File: config.mk
export PLATFORM = sky130hd
export DESIGN_NAME = flex_depth_pipe
export DESIGN_NICKNAME = d
export VERILOG_FILES = /design/src/rtl/fdp_pkg.sv /design/src/rtl/fdp_stage.sv /design/src/rtl/fdp_fixed_reg.sv /design/src/rtl/fdp_bypass_reg.sv /design/src/rtl/fdp_mode_ctl.sv /design/src/rtl/flex_depth_pipe.sv
export SDC_FILE = /design/constraint.sdc
export NUM_CORES = 1
export LEC_CHECK = 0
export BUFFER_PORTS_ARGS = -buffer_cell sky130_fd_sc_hd__buf_2
export CAP_MARGIN = 20
export CORE_MARGIN = 3
export CORE_UTILIZATION = 40
export DETAILED_ROUTE_END_ITERATION = 8
export GPL_ROUTABILITY_DRIVEN = 0
export PLACE_DENSITY = 0.56
export SETUP_SLACK_MARGIN = 0.2
export SLEW_MARGIN = 10
export SYNTH_ARGS = -nofsm -noshare
export SYNTH_HDL_FRONTEND = slang
export SYNTH_SLANG_ARGS = --single-unit
File: constraint.sdc
create_clock -name clk -period 7.1 [get_ports clk]
set_input_delay 0 -clock clk [delete_from_list [all_inputs] [get_ports clk]]
set_output_delay 0 -clock clk [all_outputs]
set_load 0.02 [all_outputs]
File: src/rtl/fdp_pkg.sv
package fdp_pkg;

   typedef enum logic [1:0] {
      OP_ADD = 2'd0,
      OP_ROT = 2'd1,
      OP_XOR = 2'd2
   } stage_op_e;

   function automatic stage_op_e op_of(input int idx);
      case (idx % 3)
         0:       return OP_ADD;
         1:       return OP_ROT;
         default: return OP_XOR;
      endcase
   endfunction

   function automatic int rot_of(input int idx, input int width);
      return (2 * idx + 3) % width;
   endfunction

endpackage

File: src/rtl/fdp_stage.sv
module fdp_stage
   import fdp_pkg::*;
#(
   parameter int            W        = 32,
   parameter int            IDX      = 0,
   parameter logic [W-1:0]  ADD_BASE = '0,
   parameter logic [W-1:0]  XOR_BASE = '0
) (
   input  logic [W-1:0] x_i,
   output logic [W-1:0] y_o
);
   localparam stage_op_e OP  = op_of(IDX);
   localparam int        ROT = rot_of(IDX, W);
   localparam logic [W-1:0] ADD_K = ADD_BASE + W'(IDX);

   generate
      if (OP == OP_ADD) begin : g_add
         assign y_o = x_i + ADD_K;
      end else if (OP == OP_ROT) begin : g_rot
         if (ROT == 0) begin : g_none
            assign y_o = x_i;
         end else begin : g_shift
            assign y_o = (x_i << ROT) | (x_i >> (W - ROT));
         end
      end else begin : g_xor
         assign y_o = x_i ^ XOR_BASE;
      end
   endgenerate
endmodule

File: src/rtl/fdp_fixed_reg.sv
module fdp_fixed_reg #(
   parameter int W = 32
) (
   input  logic         clk,
   input  logic         rst,
   input  logic         vld_i,
   input  logic [W-1:0] dat_i,
   output logic         vld_o,
   output logic [W-1:0] dat_o
);
   logic         vld_q;
   logic [W-1:0] dat_q;

   always_ff @(posedge clk) begin
      if (rst) vld_q <= 1'b0;
      else     vld_q <= vld_i;
   end

   always_ff @(posedge clk) begin
      if (vld_i) dat_q <= dat_i;
   end

   assign vld_o = vld_q;
   assign dat_o = dat_q;

   // a word held here must have been offered on the previous edge
   p_hold_origin_r6: assert property (@(posedge clk) disable iff (rst)
      vld_q |-> $past(vld_i));
endmodule

File: src/rtl/fdp_bypass_reg.sv
module fdp_bypass_reg #(
   parameter int W = 32
) (
   input  logic         clk,
   input  logic         rst,
   input  logic         bypass_i,
   input  logic         vld_i,
   input  logic [W-1:0] dat_i,
   output logic         vld_o,
   output logic [W-1:0] dat_o,
   output logic         held_o
);
   logic         cap_vld;
   logic         q_vld;
   logic [W-1:0] q_dat;

   assign cap_vld = vld_i & ~bypass_i;

   fdp_fixed_reg #(.W(W)) u_reg (
      .clk   (clk),
      .rst   (rst),
      .vld_i (cap_vld),
      .dat_i (dat_i),
      .vld_o (q_vld),
      .dat_o (q_dat)
   );

   assign vld_o  = bypass_i ? vld_i : q_vld;
   assign dat_o  = bypass_i ? dat_i : q_dat;
   assign held_o = q_vld;

   // in the merged arrangement nothing is left parked in the skipped register
   p_skip_empty_r3: assert property (@(posedge clk) disable iff (rst)
      (bypass_i && $past(bypass_i)) |-> !q_vld);
endmodule

File: src/rtl/fdp_mode_ctl.sv
module fdp_mode_ctl
   import fdp_pkg::*;
(
   input  logic clk,
   input  logic rst,
   input  logic req_i,
   input  logic in_valid_i,
   input  logic busy_i,
   output logic half_o
);
   logic half_q;
   logic may_switch;

   assign may_switch = ~busy_i & ~in_valid_i;

   always_ff @(posedge clk) begin
      if (rst)             half_q <= 1'b0;
      else if (may_switch) half_q <= req_i;
   end

   assign half_o = half_q;

   // the arrangement changes only when empty and idle
   p_switch_when_idle_r5: assert property (@(posedge clk) disable iff (rst)
      (half_q != $past(half_q)) |-> $past(!busy_i && !in_valid_i));
endmodule

File: src/rtl/flex_depth_pipe.sv
module flex_depth_pipe
   import fdp_pkg::*;
#(
   parameter int                DATA_W     = 32,
   parameter int                NUM_STAGES = 4,
   parameter logic [DATA_W-1:0] ADD_BASE   = DATA_W'(32'h9E3779B9),
   parameter logic [DATA_W-1:0] XOR_BASE   = DATA_W'(32'hA5A55A5A)
) (
   input  logic              clk,
   input  logic              rst,
   input  logic              in_valid,
   input  logic [DATA_W-1:0] in_data,
   input  logic              half_req,
   output logic              out_valid,
   output logic [DATA_W-1:0] out_data,
   output logic              busy
);
   localparam int LAST = NUM_STAGES - 1;

   generate
      if (NUM_STAGES < 2 || (NUM_STAGES % 2) != 0) begin : g_bad_depth
         $error("NUM_STAGES must be even and at least 2");
      end
      if (DATA_W < 8) begin : g_bad_width
         $error("DATA_W must be at least 8");
      end
   endgenerate

   logic [NUM_STAGES-1:0][DATA_W-1:0] stg_in;
   logic [NUM_STAGES-1:0][DATA_W-1:0] stg_out;
   logic [NUM_STAGES-1:0][DATA_W-1:0] bnd_dat;
   logic [NUM_STAGES-1:0]             stg_vld;
   logic [NUM_STAGES-1:0]             bnd_vld;
   logic [NUM_STAGES-1:0]             held;
   logic                              half_mode;

   assign busy = |held;

   fdp_mode_ctl u_mode (
      .clk        (clk),
      .rst        (rst),
      .req_i      (half_req),
      .in_valid_i (in_valid),
      .busy_i     (busy),
      .half_o     (half_mode)
   );

   generate
      for (genvar k = 0; k < NUM_STAGES; k++) begin : g_lane
         if (k == 0) begin : g_head
            assign stg_in[k]  = in_data;
            assign stg_vld[k] = in_valid;
         end else begin : g_link
            assign stg_in[k]  = bnd_dat[k-1];
            assign stg_vld[k] = bnd_vld[k-1];
         end

         fdp_stage #(
            .W        (DATA_W),
            .IDX      (k),
            .ADD_BASE (ADD_BASE),
            .XOR_BASE (XOR_BASE)
         ) u_stage (
            .x_i (stg_in[k]),
            .y_o (stg_out[k])
         );

         if ((k % 2) == 0) begin : g_skip
            fdp_bypass_reg #(.W(DATA_W)) u_bnd (
               .clk      (clk),
               .rst      (rst),
               .bypass_i (half_mode),
               .vld_i    (stg_vld[k]),
               .dat_i    (stg_out[k]),
               .vld_o    (bnd_vld[k]),
               .dat_o    (bnd_dat[k]),
               .held_o   (held[k])
            );
         end else begin : g_fixed
            fdp_fixed_reg #(.W(DATA_W)) u_bnd (
               .clk   (clk),
               .rst   (rst),
               .vld_i (stg_vld[k]),
               .dat_i (stg_out[k]),
               .vld_o (bnd_vld[k]),
               .dat_o (bnd_dat[k])
            );
            assign held[k] = bnd_vld[k];
         end
      end
   endgenerate

   assign out_valid = bnd_vld[LAST];
   assign out_data  = bnd_dat[LAST];

   // an accepted word is always visible as in flight on the next cycle
   p_busy_after_accept_r6: assert property (@(posedge clk) disable iff (rst)
      in_valid |=> busy);

   // in half depth each output word was accepted two edges earlier
   p_half_latency_r3: assert property (@(posedge clk) disable iff (rst)
      (out_valid && half_mode && NUM_STAGES == 4) |-> $past(in_valid, 2));

   // an output word never appears from an empty pipeline
   p_no_phantom_r8: assert property (@(posedge clk) disable iff (rst)
      out_valid |-> $past(busy));
endmodule

**After elaboration in Yosys (flattened, before gate mapping)**

Cells that the tools add are included.

- Bits in registers: 133
- Bits of input ports: 36
- Output and inout port bits: 34
- Word-level logic and storage cells: 24

- $add $sub $neg: 2
- Mux-type cells: 4
- Bitwise logic cells: 8
- Reduce and logical (&&, ||, !) cells: 1

Operators with widths:

| operator | count |
|---|---|
| $add 32x32->32 const B | 2 |
| $mux 32 | 2 |
| $or 32x5->32 | 1 |
| $not 16->16 | 1 |
| $reduce_or 4->1 | 1 |
| $and 1x1->1 | 3 |
| $not 1->1 | 3 |
| $mux 1 | 2 |

**Depth between registers and ports, before layout**

Gate-level depths: netlist of the first run.

- Depth after elaboration: 3
- Mapped depth: 12
- Gate-level depth less buffers: 8

**Cells and area by module**

From an unflattened synthesis of the first run, not the netlist that was laid out.

- Cells, all modules: 468
- Area total of the unflattened synthesis: 6870.3 um^2

By module, submodules not included:

| module | times used | cells each | area an instance (um^2) | sequential area each (um^2) |
|---|---|---|---|---|
| fdp_fixed_reg | 4 | 34 | 994.7 | 980.9 |
| fdp_bypass_reg | 2 | 38 | 558.0 | 0.0 |
| fdp_stage at g_lane[0].u_stage | 1 | 98 | 658.1 | 0.0 |
| fdp_stage at g_lane[3].u_stage | 1 | 89 | 650.6 | 0.0 |
| fdp_stage at g_lane[1].u_stage | 1 | 32 | 240.2 | 0.0 |
| fdp_stage at g_lane[2].u_stage | 1 | 32 | 180.2 | 0.0 |
| fdp_mode_ctl | 1 | 4 | 38.8 | 20.0 |
| flex_depth_pipe | 1 | 1 | 7.5 | 0.0 |

**Least setup slack after synthesis of the first run**

Ideal clock, no wire load.

- Kind: reg2reg
- Start: reg u_mode.half_q (netlist: u_mode.half_o)
- End: reg g_lane[3].g_fixed.u_bnd.dat_q[28], data pin
- Setup time: 0.267 ns
- Arrival time: 3.081 ns
- Data required time: 6.833 ns
- Path slack: 3.752 ns
- Cell stages (with the launch flop): 13
- Path buffers: 5
- Clock period less this slack: 3.348 ns
- Cell sequence: dfxtp_1 buf_2 buf_2 buf_2 buf_1 buf_2 mux2i_1 ha_1 o21ai_1 a211oi_1 or4_1 a211oi_1 a311oi_1

- Longest elaborated chain between the ends: 2

RTL lines:

| item | RTL line | RTL |
|---|---|---|
| start, declared | fdp_mode_ctl.sv:11 | `logic half_q;` |
| start signal, assigned | fdp_mode_ctl.sv:18 | `else if (may_switch) half_q <= req_i;` |
| $mux 32 | fdp_bypass_reg.sv:29 | `assign dat_o = bypass_i ? dat_i : q_dat;` |
| $add 32x32->32 | fdp_stage.sv:18 | `assign y_o = x_i + ADD_K;` |
| via g_lane[3].g_fixed.u_bnd.dat_i[28] | fdp_fixed_reg.sv:7 | `input logic [W-1:0] dat_i,` |
| end signal, assigned | fdp_fixed_reg.sv:20 | `if (vld_i) dat_q <= dat_i;` |
| end, declared | fdp_fixed_reg.sv:12 | `logic [W-1:0] dat_q;` |

The timed path passes the listed nets, and every way through them passes these cells.
A chain may end at the register's enable or synchronous reset.

**Final worst setup path of the first run**

- Start: reg u_mode.half_q (netlist: u_mode.half_o)
- End: reg g_lane[3].g_fixed.u_bnd.dat_q[30], data pin

The elaborated chain is that of the path after synthesis.

==> impl_metrics.env, run 1 <==
export IMPL_synth_top_cell_by_area="edfxtp_1"
export IMPL_synth_area_per_cell_um2=12.3
export IMPL_seqCellArea_um2=3950
export IMPL_hold_viol_final=0
export IMPL_ant_nets=0
export IMPL_ys_types=70
export IMPL_powerDensity_nw_per_um2=253
export IMPL_core_um2=16600
export IMPL_arrival_ns=3.78
export IMPL_h_tree_depth=4
export IMPL_start_kind="register"
export IMPL_outcome="finished, final reports clean"
export IMPL_p_leak_nw=2.89
export IMPL_clock_sinks=133
export IMPL_fin_worst_skew_ns=0.00745
export IMPL_yosysSeqAreaShare=0.577
export IMPL_fin_crit_sh=0.503
export IMPL_cpMaxStageDelayCell="buf_4"
export IMPL_postCtsSetupBuffers=0
export IMPL_crit_path_max_fanout=73
export IMPL_maxSlewHeadroom=0.436
export IMPL_clockRootBuffer="clkbuf_16"
export IMPL_drtPass1Iterations=4
export IMPL_path_class="reg -> reg"
export IMPL_r2r_slack_ns=3.53
export IMPL_clk_latency_ns=0.40
export IMPL_hold_class="in -> reg"
export IMPL_dieArea_um2=18700
export IMPL_ys_warn_count=0
export IMPL_syn_to_final_growth_pct=17.6
export IMPL_synthArstFlopShare=0
export IMPL_rsz0062_at_grt="false"
export IMPL_cp_cell_sequence="buf_4 > mux2i_1 > ha_1 > o21ai_1 > a211oi_1 > or4_1 > nand2_1 > o311ai_1"
export IMPL_hpwl_um=9550
export IMPL_fp_dieH_um=137
export IMPL_die_w_um=137
export IMPL_fillCellCount=1463
export IMPL_cts_buffer_depth=2
export IMPL_vias=4391
export IMPL_holdWs_ns=0.0309
export IMPL_syn_num_nets=593
export IMPL_grt_ovfl_total=0
export IMPL_first_global_vias=4312
export IMPL_antenna_found_initial=0
export IMPL_fin_crit_ns=3.57
export IMPL_grt_pass1_wl_um=22200
export IMPL_maxSlewViolCount=0
export IMPL_maxCapViolCount=0
export IMPL_initial_core_util=0.411
export IMPL_antennaDiodeCount=0
export IMPL_multi_input_area_um2=2500
export IMPL_synth_area_leaders="edfxtp_1, mux2_2, xnor2_1"
export IMPL_io_pin_count=70
export IMPL_clk_pin_slew_ns=0.05
export IMPL_totalPowerFinal_mw=2.04
export IMPL_ys_flop_type="edfxtp_1"
export IMPL_avgRoutedWirePerCell_um=15.7
export IMPL_vias_per_cell=5.11
export IMPL_grtUsageTotal=0.153
export IMPL_cts_made_buffers=17
export IMPL_max_stage_delay_ns=0.69
export IMPL_cts_tree="done"
export IMPL_synth_top_area_share=0.562
export IMPL_synth_seq_cells=133
export IMPL_setup_violations_final=0
export IMPL_rows=47
export IMPL_grt_max_degree=74
export IMPL_syn_area_um2=6840
export IMPL_final_setup_tns_ns=0
export IMPL_critPathCaptureType="register"
export IMPL_drt_initial_drc_count=424
export IMPL_wl_um=13500
export IMPL_worstMarginPinSlew_ns=0.847
export IMPL_synth_edf_count=128
export IMPL_synth_cells=555
export IMPL_io_buffers=69
export IMPL_drc_errors=0
export IMPL_fmax_mhz=280
export IMPL_ir_worst_vdd_mv=0.175
export IMPL_cp_data_required_time_ns=7.30
export IMPL_finalNetCount=666
export IMPL_drive_gt1_frac=0.228
-- state kept, by name, indices dropped and copies added (netlist names) --
name,flops
g_lane.g_fixed.u_bnd.dat_o,64
g_lane.g_fixed.u_bnd.vld_o,2
g_lane.g_skip.u_bnd.u_reg.dat_o,64
g_lane.g_skip.u_bnd.u_reg.vld_o,2
u_mode.half_o,1
-- layout make-up --
class	count	share of cell area
Clock inverter	11	0.0168
Sequential cell	133	0.491
Clock buffer	20	0.0543
Inverter	24	0.0112
Multi-Input combinational cell	351	0.311
Timing Repair Buffer	101	0.0818
Tap cell	220	0.0342
-- report_power, final --
part	switching [mW]	internal, mW
logic	0.133	0.0984
registers	0.0301	0.932
clock network	0.297	0.545
total	0.460	1.58
-- Yosys cell counts, types with 6 or more instances --
library cell,n
mux2_2,31
nand2_1,26
inv_1,23
nor2b_1,9
xnor2_1,29
o21ai_0,19
nand3_1,9
buf_2,10
xor2_1,20
buf_4,32
nor2_1,49
a21oi_1,16
o21ai_1,8
o21a_1,6
edfxtp_1,128
nor3_1,14
mux2i_1,20
-- placed cells by master, fill, tap and decap left out, drive strengths merged, types with 4 or more instances in the layout --
cell type	netlist	routed
a211oi	6	6
a21oi	18	18
buf	45	72
clkbuf	2	20
clkinv	0	7
dfxtp	5	5
dlygate4sd3	0	29
edfxtp	128	128
inv	24	24
mux2	31	31
mux2i	20	20
nand2	26	26
nand3	9	9
nor2	50	50
nor2b	9	9
nor3	14	14
nor4	4	4
o21a	6	6
o21ai	27	27
o311ai	5	5
o31ai	5	5
or4	5	5
xnor2	29	29
xor2	20	20
-- path summary, 6_finish.rpt --
| kind | cells past startpoint | end | from |
|---|---|---|---|
| max | 8 | g_lane[3].g_fixed.u_bnd.dat_o[30] | u_mode.half_o |
| max reg2reg | 8 | g_lane[3].g_fixed.u_bnd.dat_o[30] | u_mode.half_o |
| min reg2reg | 0 | g_lane[2].g_skip.u_bnd.u_reg.dat_o[0] | g_lane[1].g_fixed.u_bnd.dat_o[0] |
| min | 3 | g_lane[0].g_skip.u_bnd.u_reg.dat_o[19] | in_data[19] |
-- critical path, delay by kind of cell, from the launching register on --
| family | cells | cell delay (ns) |
|---|---|---|
| AO/OA/AOI/OAI | 3 | 1.06 |
| buffers and inverters | 1 | 0.69 |
| flip-flops | 1 | 0.66 |
| AND/OR/NAND/NOR | 2 | 0.38 |
| multiplexers | 1 | 0.30 |
| adder cells (fa/ha/maj) | 1 | 0.22 |
-- timing repair --
| item | 4_1_cts | 5_1_grt |
|---|---|---|
| hold endpoints to repair | 30 | 0 |
| hold buffers | 29 | 0 |
| gates resized for setup | 0 | 0 |
-- cell families (layout without fill, tap and decap cells) --
family / Yosys count / in the layout / share of synthesized area
mux: 51 / 51 / 0.0803
compound gates: 108 / 108 / 0.114
buf+inv: 71 / 156 / 0.0584
simple gates: 141 / 141 / 0.104
flops: 133 / 133 / 0.577
fa+ha+maj: 2 / 2 / 0.00366
xor+xnor: 49 / 49 / 0.0628
-- per-layer routing --
metal	global-route usage	wire (µm)	up-vias
met5	0	0	-
met4	0.0627	99	0
met1	0.222	6860	2095
li1	-	-	2190
met3	0.0327	523	4
met2	0.224	6000	102
-- metrics by stage --
step,area [µm²],utilization,worst slack (ns),instances
floorplan,6840,-,3.75,555
global placement,7180,0.431,3.63,800
detailed placement,7180,0.431,3.49,800
CTS,8040,0.483,3.49,860
global route,8040,0.483,3.21,860
finish,8040,0.483,3.53,860
(Power assumes the default switching activity.)
==> inputs of run 2 (changes only) <==
--- a/config.mk
+++ b/config.mk
@@ -5,13 +5,14 @@
 export SDC_FILE = /design/constraint.sdc
 export NUM_CORES = 1
 export LEC_CHECK = 0
+export ABC_AREA = 1
 export BUFFER_PORTS_ARGS = -buffer_cell sky130_fd_sc_hd__buf_2
 export CAP_MARGIN = 20
 export CORE_MARGIN = 3
 export CORE_UTILIZATION = 40
 export DETAILED_ROUTE_END_ITERATION = 8
 export GPL_ROUTABILITY_DRIVEN = 0
-export PLACE_DENSITY = 0.56
+export PLACE_DENSITY = 0.55
 export SETUP_SLACK_MARGIN = 0.2
 export SLEW_MARGIN = 10
 export SYNTH_ARGS = -nofsm -noshare
==> constraint.sdc (replaced) <==
create_clock -name clk -period 3.4 [get_ports clk]
set_input_delay 0 -clock clk [delete_from_list [all_inputs] [get_ports clk]]
set_output_delay 0 -clock clk [all_outputs]
set_load 0.02 [all_outputs]
==> run 2 against run 1 <==
Fmax is 52% higher. Routed wire length is 25% higher. Setup slack worse by 2.5 ns. Hold slack worse by 0.012 ns. Largest power group unchanged. Synthesized cell count is 72% higher. Register-to-register slack worse by 2.5 ns. Largest cell class unchanged. Cell count is 47% higher.
==> impl_metrics.env, run 2 <==
export IMPL_cp_data_required_time_ns=3.57
export IMPL_antennaDiodeCount=0
export IMPL_path_class="reg -> reg"
export IMPL_grt_pass1_wl_um=28100
export IMPL_p_leak_nw=3.94
export IMPL_fin_crit_ns=2.35
export IMPL_clock_sinks=133
export IMPL_maxSlewHeadroom=0.571
export IMPL_totalPowerFinal_mw=4.53
export IMPL_outcome="finished, final reports clean"
export IMPL_first_global_vias=5710
export IMPL_wl_um=16800
export IMPL_powerDensity_nw_per_um2=518
export IMPL_initial_core_util=0.416
export IMPL_h_tree_depth=4
export IMPL_pwr_share_seq=0.446
export IMPL_clockRootBuffer="clkbuf_16"
export IMPL_fin_worst_skew_ns=0.00484
export IMPL_clk_pin_slew_ns=0.06
export IMPL_rsz0062_at_grt="false"
export IMPL_crit_path_max_fanout=40
export IMPL_ys_types=29
export IMPL_drt_initial_drc_count=381
export IMPL_syn_num_nets=995
export IMPL_syn_to_final_growth_pct=14.8
export IMPL_final_cell_mix="nand2_1, edfxtp_1, inv_1, nor2_1, buf_2"
export IMPL_grt_max_degree=41
export IMPL_worstMarginPinSlew_ns=0.636
export IMPL_ir_worst_vdd_mv=0.283
export IMPL_p_sw_mw=1.19
export IMPL_synth_area_per_cell_um2=7.97
export IMPL_switching_share=0.263
export IMPL_synth_top_cell_by_area="edfxtp_1"
export IMPL_drtPass1Iterations=5
export IMPL_synth_top_area_share=0.504
export IMPL_fp_dieH_um=144
export IMPL_grt_met2_usage=0.279
export IMPL_maxSlewViolCount=0
export IMPL_hold_viol_final=0
export IMPL_ant_nets=0
export IMPL_rows=49
export IMPL_yosysSeqAreaShare=0.517
export IMPL_hpwl_um=13000
export IMPL_synth_edf_count=128
export IMPL_finalNetCount=1061
export IMPL_grt_ovfl_total=0
export IMPL_synth_most_common_cell="nand2_1"
export IMPL_cts_resized=0
export IMPL_cts_buffer_depth=2
export IMPL_power_share_clock=0.393
export IMPL_hold_class="in -> reg"
export IMPL_ys_warn_count=0
export IMPL_synth_seq_cells=133
export IMPL_grtUsageTotal=0.173
export IMPL_p_int_mw=3.34
export IMPL_cts_made_buffers=17
export IMPL_fmax_mhz=426
export IMPL_synth_area_leaders="edfxtp_1, nand2_1, inv_1"
export IMPL_vias=5870
export IMPL_gr_usage_met1=0.233
export IMPL_combPwrFrac=0.161
export IMPL_core_um2=18300
export IMPL_drive_gt1_frac=0.112
export IMPL_critPathCaptureType="register"
export IMPL_final_common_cell="nand2_1"
export IMPL_ys_flop_type="edfxtp_1"
export IMPL_start_kind="register"
export IMPL_antenna_found_initial=0
export IMPL_setup_violations_final=0
export IMPL_io_pin_count=70
export IMPL_drc_errors=0
export IMPL_arrival_ns=2.52
export IMPL_clk_latency_ns=0.41
export IMPL_vias_per_cell=4.65
export IMPL_grt_use_met3=0.0354
export IMPL_fin_crit_sh=0.690
export IMPL_cts_tree="done"
export IMPL_die_w_um=144
export IMPL_final_setup_tns_ns=0
export IMPL_yosys_top_cells_count="nand2_1, edfxtp_1, inv_1"
export IMPL_synth_cells=957
export IMPL_dieArea_um2=20800
export IMPL_io_buffers=69
export IMPL_grt_busiest_layer="met2"
export IMPL_syn_area_um2=7630
export IMPL_avgRoutedWirePerCell_um=13.3
export IMPL_synthArstFlopShare=0
export IMPL_maxCapViolCount=0
-- run 2: cell count changes after synthesis, sizes merged, moves of 7 or more --
cell,before,now
nand2,26,365
inv,24,120
nand3,9,65
nor2,50,89
mux2,31,0
xnor2,29,7
mux2i,20,0
nand4,1,16
and2,3,15
nor2b,9,0
clkbuf,2,9
-- run 2: area by class of cell --
| type | instances | area (µm²) |
|---|---|---|
| Fill cell | 1808 | 9580 |
| Sequential cell | 133 | 3950 |
| Multi-Input combinational cell | 656 | 2920 |
| Timing Repair Buffer | 95 | 583 |
| Inverter | 120 | 450 |
| Clock buffer | 19 | 433 |
| Tap cell | 229 | 287 |
| Clock inverter | 11 | 136 |
-- run 2: logic make-up (layout without fill, tap and decap cells) --
family / count (synthesis) / after routing / share of synthesized area
compound gates: 54 / 54 / 0.0372
buf+inv: 168 / 245 / 0.101
fa+ha+maj: 2 / 2 / 0.00328
flops: 133 / 133 / 0.517
simple gates: 570 / 570 / 0.307
xor+xnor: 30 / 30 / 0.0344
-- run 2: routing by layer --
layer / vias to the layer above / share of wire
met5: - / 0
met4: 0 / 0.024
met3: 25 / 0.038
met2: 129 / 0.45
met1: 2553 / 0.49
li1: 3163 / -
-- run 2: per-stage QoR --
step | cells | setup slack [ns] | instance area [µm²] | hold WS [ns] | util
after CTS | 1263 | 1.02 | 8760 | 0.00189 | 0.478
after global routing | 1263 | 0.649 | 8760 | 0.0259 | 0.478
after detailed placement | 1216 | 1.02 | 8020 | 0.238 | 0.437
after floorplan | 957 | 0.530 | 7630 | 0.0691 | -
after global placement | 1216 | 1.07 | 8020 | 0.241 | 0.437
final | 1263 | 1.05 | 8760 | 0.0186 | 0.478
-- run 2: power groups by stage --
stage	clock network [mW]	registers (mW)	logic (mW)
after floorplan	0	2.04	0.533
after global placement	0	2.05	0.717
after detailed placement	0	2.06	0.719
after CTS	1.83	2.02	0.736
after global routing	1.90	2.03	0.837
final	1.78	2.02	0.728
-- run 2: final timing paths --
| path | start | to | slack (ns) | depth (start not counted) |
|---|---|---|---|---|
| setup / recovery | u_mode.half_o | g_lane[3].g_fixed.u_bnd.dat_o[23] | 1.05 | 10 |
| hold / removal | in_data[14] | g_lane[0].g_skip.u_bnd.u_reg.dat_o[14] | 0.02 | 2 |
| setup reg to reg | u_mode.half_o | g_lane[3].g_fixed.u_bnd.dat_o[23] | 1.05 | 10 |
| hold reg to reg | g_lane[1].g_fixed.u_bnd.dat_o[28] | g_lane[2].g_skip.u_bnd.u_reg.dat_o[28] | 0.45 | 0 |
-- run 2: what timing repair did --
action	in CTS	in global routing
endpoints found under the setup margin	0	0
setup buffers	0	0
hold buffers	17	0
endpoints found under the hold margin	19	0
-- run 2: worst max-delay path, stage by stage (launching register included) --
cell and delay, ns:
dfxtp_2 0.43, buf_4 0.41, nand2_1 0.08, o21ai_0 0.26
nand2_1 0.18, nor2_2 0.20, nand3_1 0.22, nand3_1 0.15
nand2_1 0.06, nand2_1 0.05, nand2_1 0.04
==> inputs of run 3 (changes only) <==
--- a/config.mk
+++ b/config.mk
@@ -5,14 +5,14 @@
 export SDC_FILE = /design/constraint.sdc
 export NUM_CORES = 1
 export LEC_CHECK = 0
-export ABC_AREA = 1
+export ABC_AREA = 0
 export BUFFER_PORTS_ARGS = -buffer_cell sky130_fd_sc_hd__buf_2
 export CAP_MARGIN = 20
 export CORE_MARGIN = 3
 export CORE_UTILIZATION = 40
 export DETAILED_ROUTE_END_ITERATION = 8
 export GPL_ROUTABILITY_DRIVEN = 0
-export PLACE_DENSITY = 0.55
+export PLACE_DENSITY = 0.56
 export SETUP_SLACK_MARGIN = 0.2
 export SLEW_MARGIN = 10
 export SYNTH_ARGS = -nofsm -noshare
==> constraint.sdc (replaced) <==
create_clock -name clk -period 2.3 [get_ports clk]
set_input_delay 0 -clock clk [delete_from_list [all_inputs] [get_ports clk]]
set_output_delay 0 -clock clk [all_outputs]
set_load 0.02 [all_outputs]
==> run 3 against run 2 <==
Clock power rose by 70%. Clock skew hardly changed. Combinational power increased by 23%. Largest cell class unchanged. Critical path depth decreased by 2. Utilization increased by 5.6 points. Critical path type unchanged. Routed wire length is 11% lower. Die area shrank 9.9%. Global-route usage shrank 0.82 points. Sequential cell count is the same. Via count is 21% lower. Cell area is 1.4% higher.
==> impl_metrics.env, run 3 (same netlist as run 1, synthesis figures left out) <==
export IMPL_initial_core_util=0.411
export IMPL_final_common_cell="edfxtp_1"
export IMPL_hpwl_um=10100
export IMPL_ant_nets=0
export IMPL_h_tree_depth=4
export IMPL_cts_tree="done"
export IMPL_syn_to_final_growth_pct=29.9
export IMPL_drc_errors=0
export IMPL_io_pin_count=70
export IMPL_hold_class="in -> reg"
export IMPL_drive_gt1_frac=0.357
export IMPL_first_global_vias=4677
export IMPL_fin_crit_ns=2.18
export IMPL_start_kind="register"
export IMPL_p_leak_nw=3.25
export IMPL_avgRoutedWirePerCell_um=16.5
export IMPL_maxCapViolCount=0
export IMPL_vias_per_cell=5.09
export IMPL_cpMaxStageDelayCell="or4_4"
export IMPL_ir_worst_vdd_mv=0.524
export IMPL_cp_cell_sequence="buf_6 > mux2i_2 > ha_2 > o21ai_4 > a211oi_4 > or4_4 > a211oi_2 > a311oi_1"
export IMPL_fp_dieH_um=137
export IMPL_cts_made_buffers=17
export IMPL_wl_um=14900
export IMPL_io_buffers=69
export IMPL_critPathCaptureType="register"
export IMPL_final_cell_mix="edfxtp_1, buf_2, nor2_1, buf_4, mux2_2"
export IMPL_vias=4618
export IMPL_finalNetCount=712
export IMPL_fin_worst_skew_ns=0.00523
export IMPL_cts_buffer_depth=2
export IMPL_max_stage_delay_ns=0.53
export IMPL_drtPass1Iterations=4
export IMPL_holdWs_ns=0.00834
export IMPL_totalPowerFinal_mw=6.88
export IMPL_fin_crit_sh=0.948
export IMPL_grtUsageTotal=0.165
export IMPL_maxSlewViolCount=0
export IMPL_setup_violations_final=0
export IMPL_antenna_found_initial=0
export IMPL_rows=47
export IMPL_rsz0062_at_grt="true"
export IMPL_drt_initial_drc_count=404
export IMPL_dieArea_um2=18700
export IMPL_die_w_um=137
export IMPL_maxSlewHeadroom=0.460
export IMPL_hold_viol_final=0
export IMPL_path_class="reg -> reg"
export IMPL_clockRootBuffer="clkbuf_16"
export IMPL_crit_path_max_fanout=8
export IMPL_outcome="finished, final reports clean"
export IMPL_clk_pin_slew_ns=0.06
export IMPL_grt_pass1_wl_um=24000
export IMPL_fillCellCount=1383
export IMPL_cp_data_required_time_ns=2.44
export IMPL_grt_max_degree=34
export IMPL_clock_sinks=133
export IMPL_core_um2=16600
export IMPL_powerDensity_nw_per_um2=775
export IMPL_post_dp_cell_area_um2=7500
export IMPL_fmax_mhz=458
export IMPL_fin_area_um2=8880
export IMPL_worstMarginPinSlew_ns=0.810
export IMPL_arrival_ns=2.33
export IMPL_grt_ovfl_total=0
export IMPL_clk_latency_ns=0.41
export IMPL_antennaDiodeCount=0
[run 3: stage by stage]
| step | cells | setup slack, ns | TNS (ns) | utilization |
|---|---|---|---|---|
| after floorplan | 555 | -0.226 | -0.999 | - |
| after global placement | 835 | 0.0224 | 0 | 0.451 |
| after detailed placement | 835 | -0.0218 | -0.0357 | 0.451 |
| after CTS | 902 | 0.113 | 0 | 0.521 |
| after global routing | 907 | 0.0270 | 0 | 0.534 |
| final | 907 | 0.119 | 0 | 0.534 |
[run 3: critical path, delay by kind of cell (launching register included)]
kind	cells	cell delay (ns)
AND/OR/NAND/NOR	1	0.53
flip-flops	1	0.39
AO/OA/AOI/OAI	4	0.47
adder cells (fa/ha/maj)	1	0.22
multiplexers	1	0.15
buffers and inverters	1	0.14
[run 3: layout make-up]
type / instances / area (µm²) / area share
Multi-Input combinational cell: 351 / 2800 / 0.315
Clock inverter: 13 / 229 / 0.0258
Inverter: 24 / 90.1 / 0.0101
Tap cell: 220 / 275 / 0.0310
Timing Repair Buffer: 147 / 1100 / 0.124
Sequential cell: 133 / 3950 / 0.445
Clock buffer: 19 / 433 / 0.0488
[run 3: per-layer routing]
layer  wire, µm  up-vias  track usage
li1           -     2289            -
met1       7270     2207        0.229
met2       6920      109        0.251
met3        591       13       0.0423
met4        165        0       0.0560
met5          0        -            0
[run 3: what timing repair did]
item / 4_1_cts / 5_1_grt
pin swaps: 19 / 12
hold buffers: 26 / 0
endpoints found under the setup margin: 16 / 24
gates cloned: 1 / 0
resized for setup: 27 / 43
buffers inserted: 8 / 5
endpoints found under the hold margin: 28 / 0
[run 3: power breakdown]
group,leakage [nW],internal [mW],switching (mW)
logic,1.71,0.407,0.488
clock network,0.311,2.03,0.994
registers,1.24,2.88,0.0840
total,3.25,5.31,1.57
[run 3: path summary, 6_finish.rpt]
check	startpoint	to	slack, ns	depth (start not counted)
worst max-delay path	u_mode.half_o	g_lane[3].g_fixed.u_bnd.dat_o[28]	0.12	8
worst min-delay path	in_data[11]	g_lane[0].g_skip.u_bnd.u_reg.dat_o[11]	0.008	2
worst max register to register	u_mode.half_o	g_lane[3].g_fixed.u_bnd.dat_o[28]	0.12	8
worst min register to register	g_lane[1].g_fixed.u_bnd.dat_o[0]	g_lane[2].g_skip.u_bnd.u_reg.dat_o[0]	0.44	0
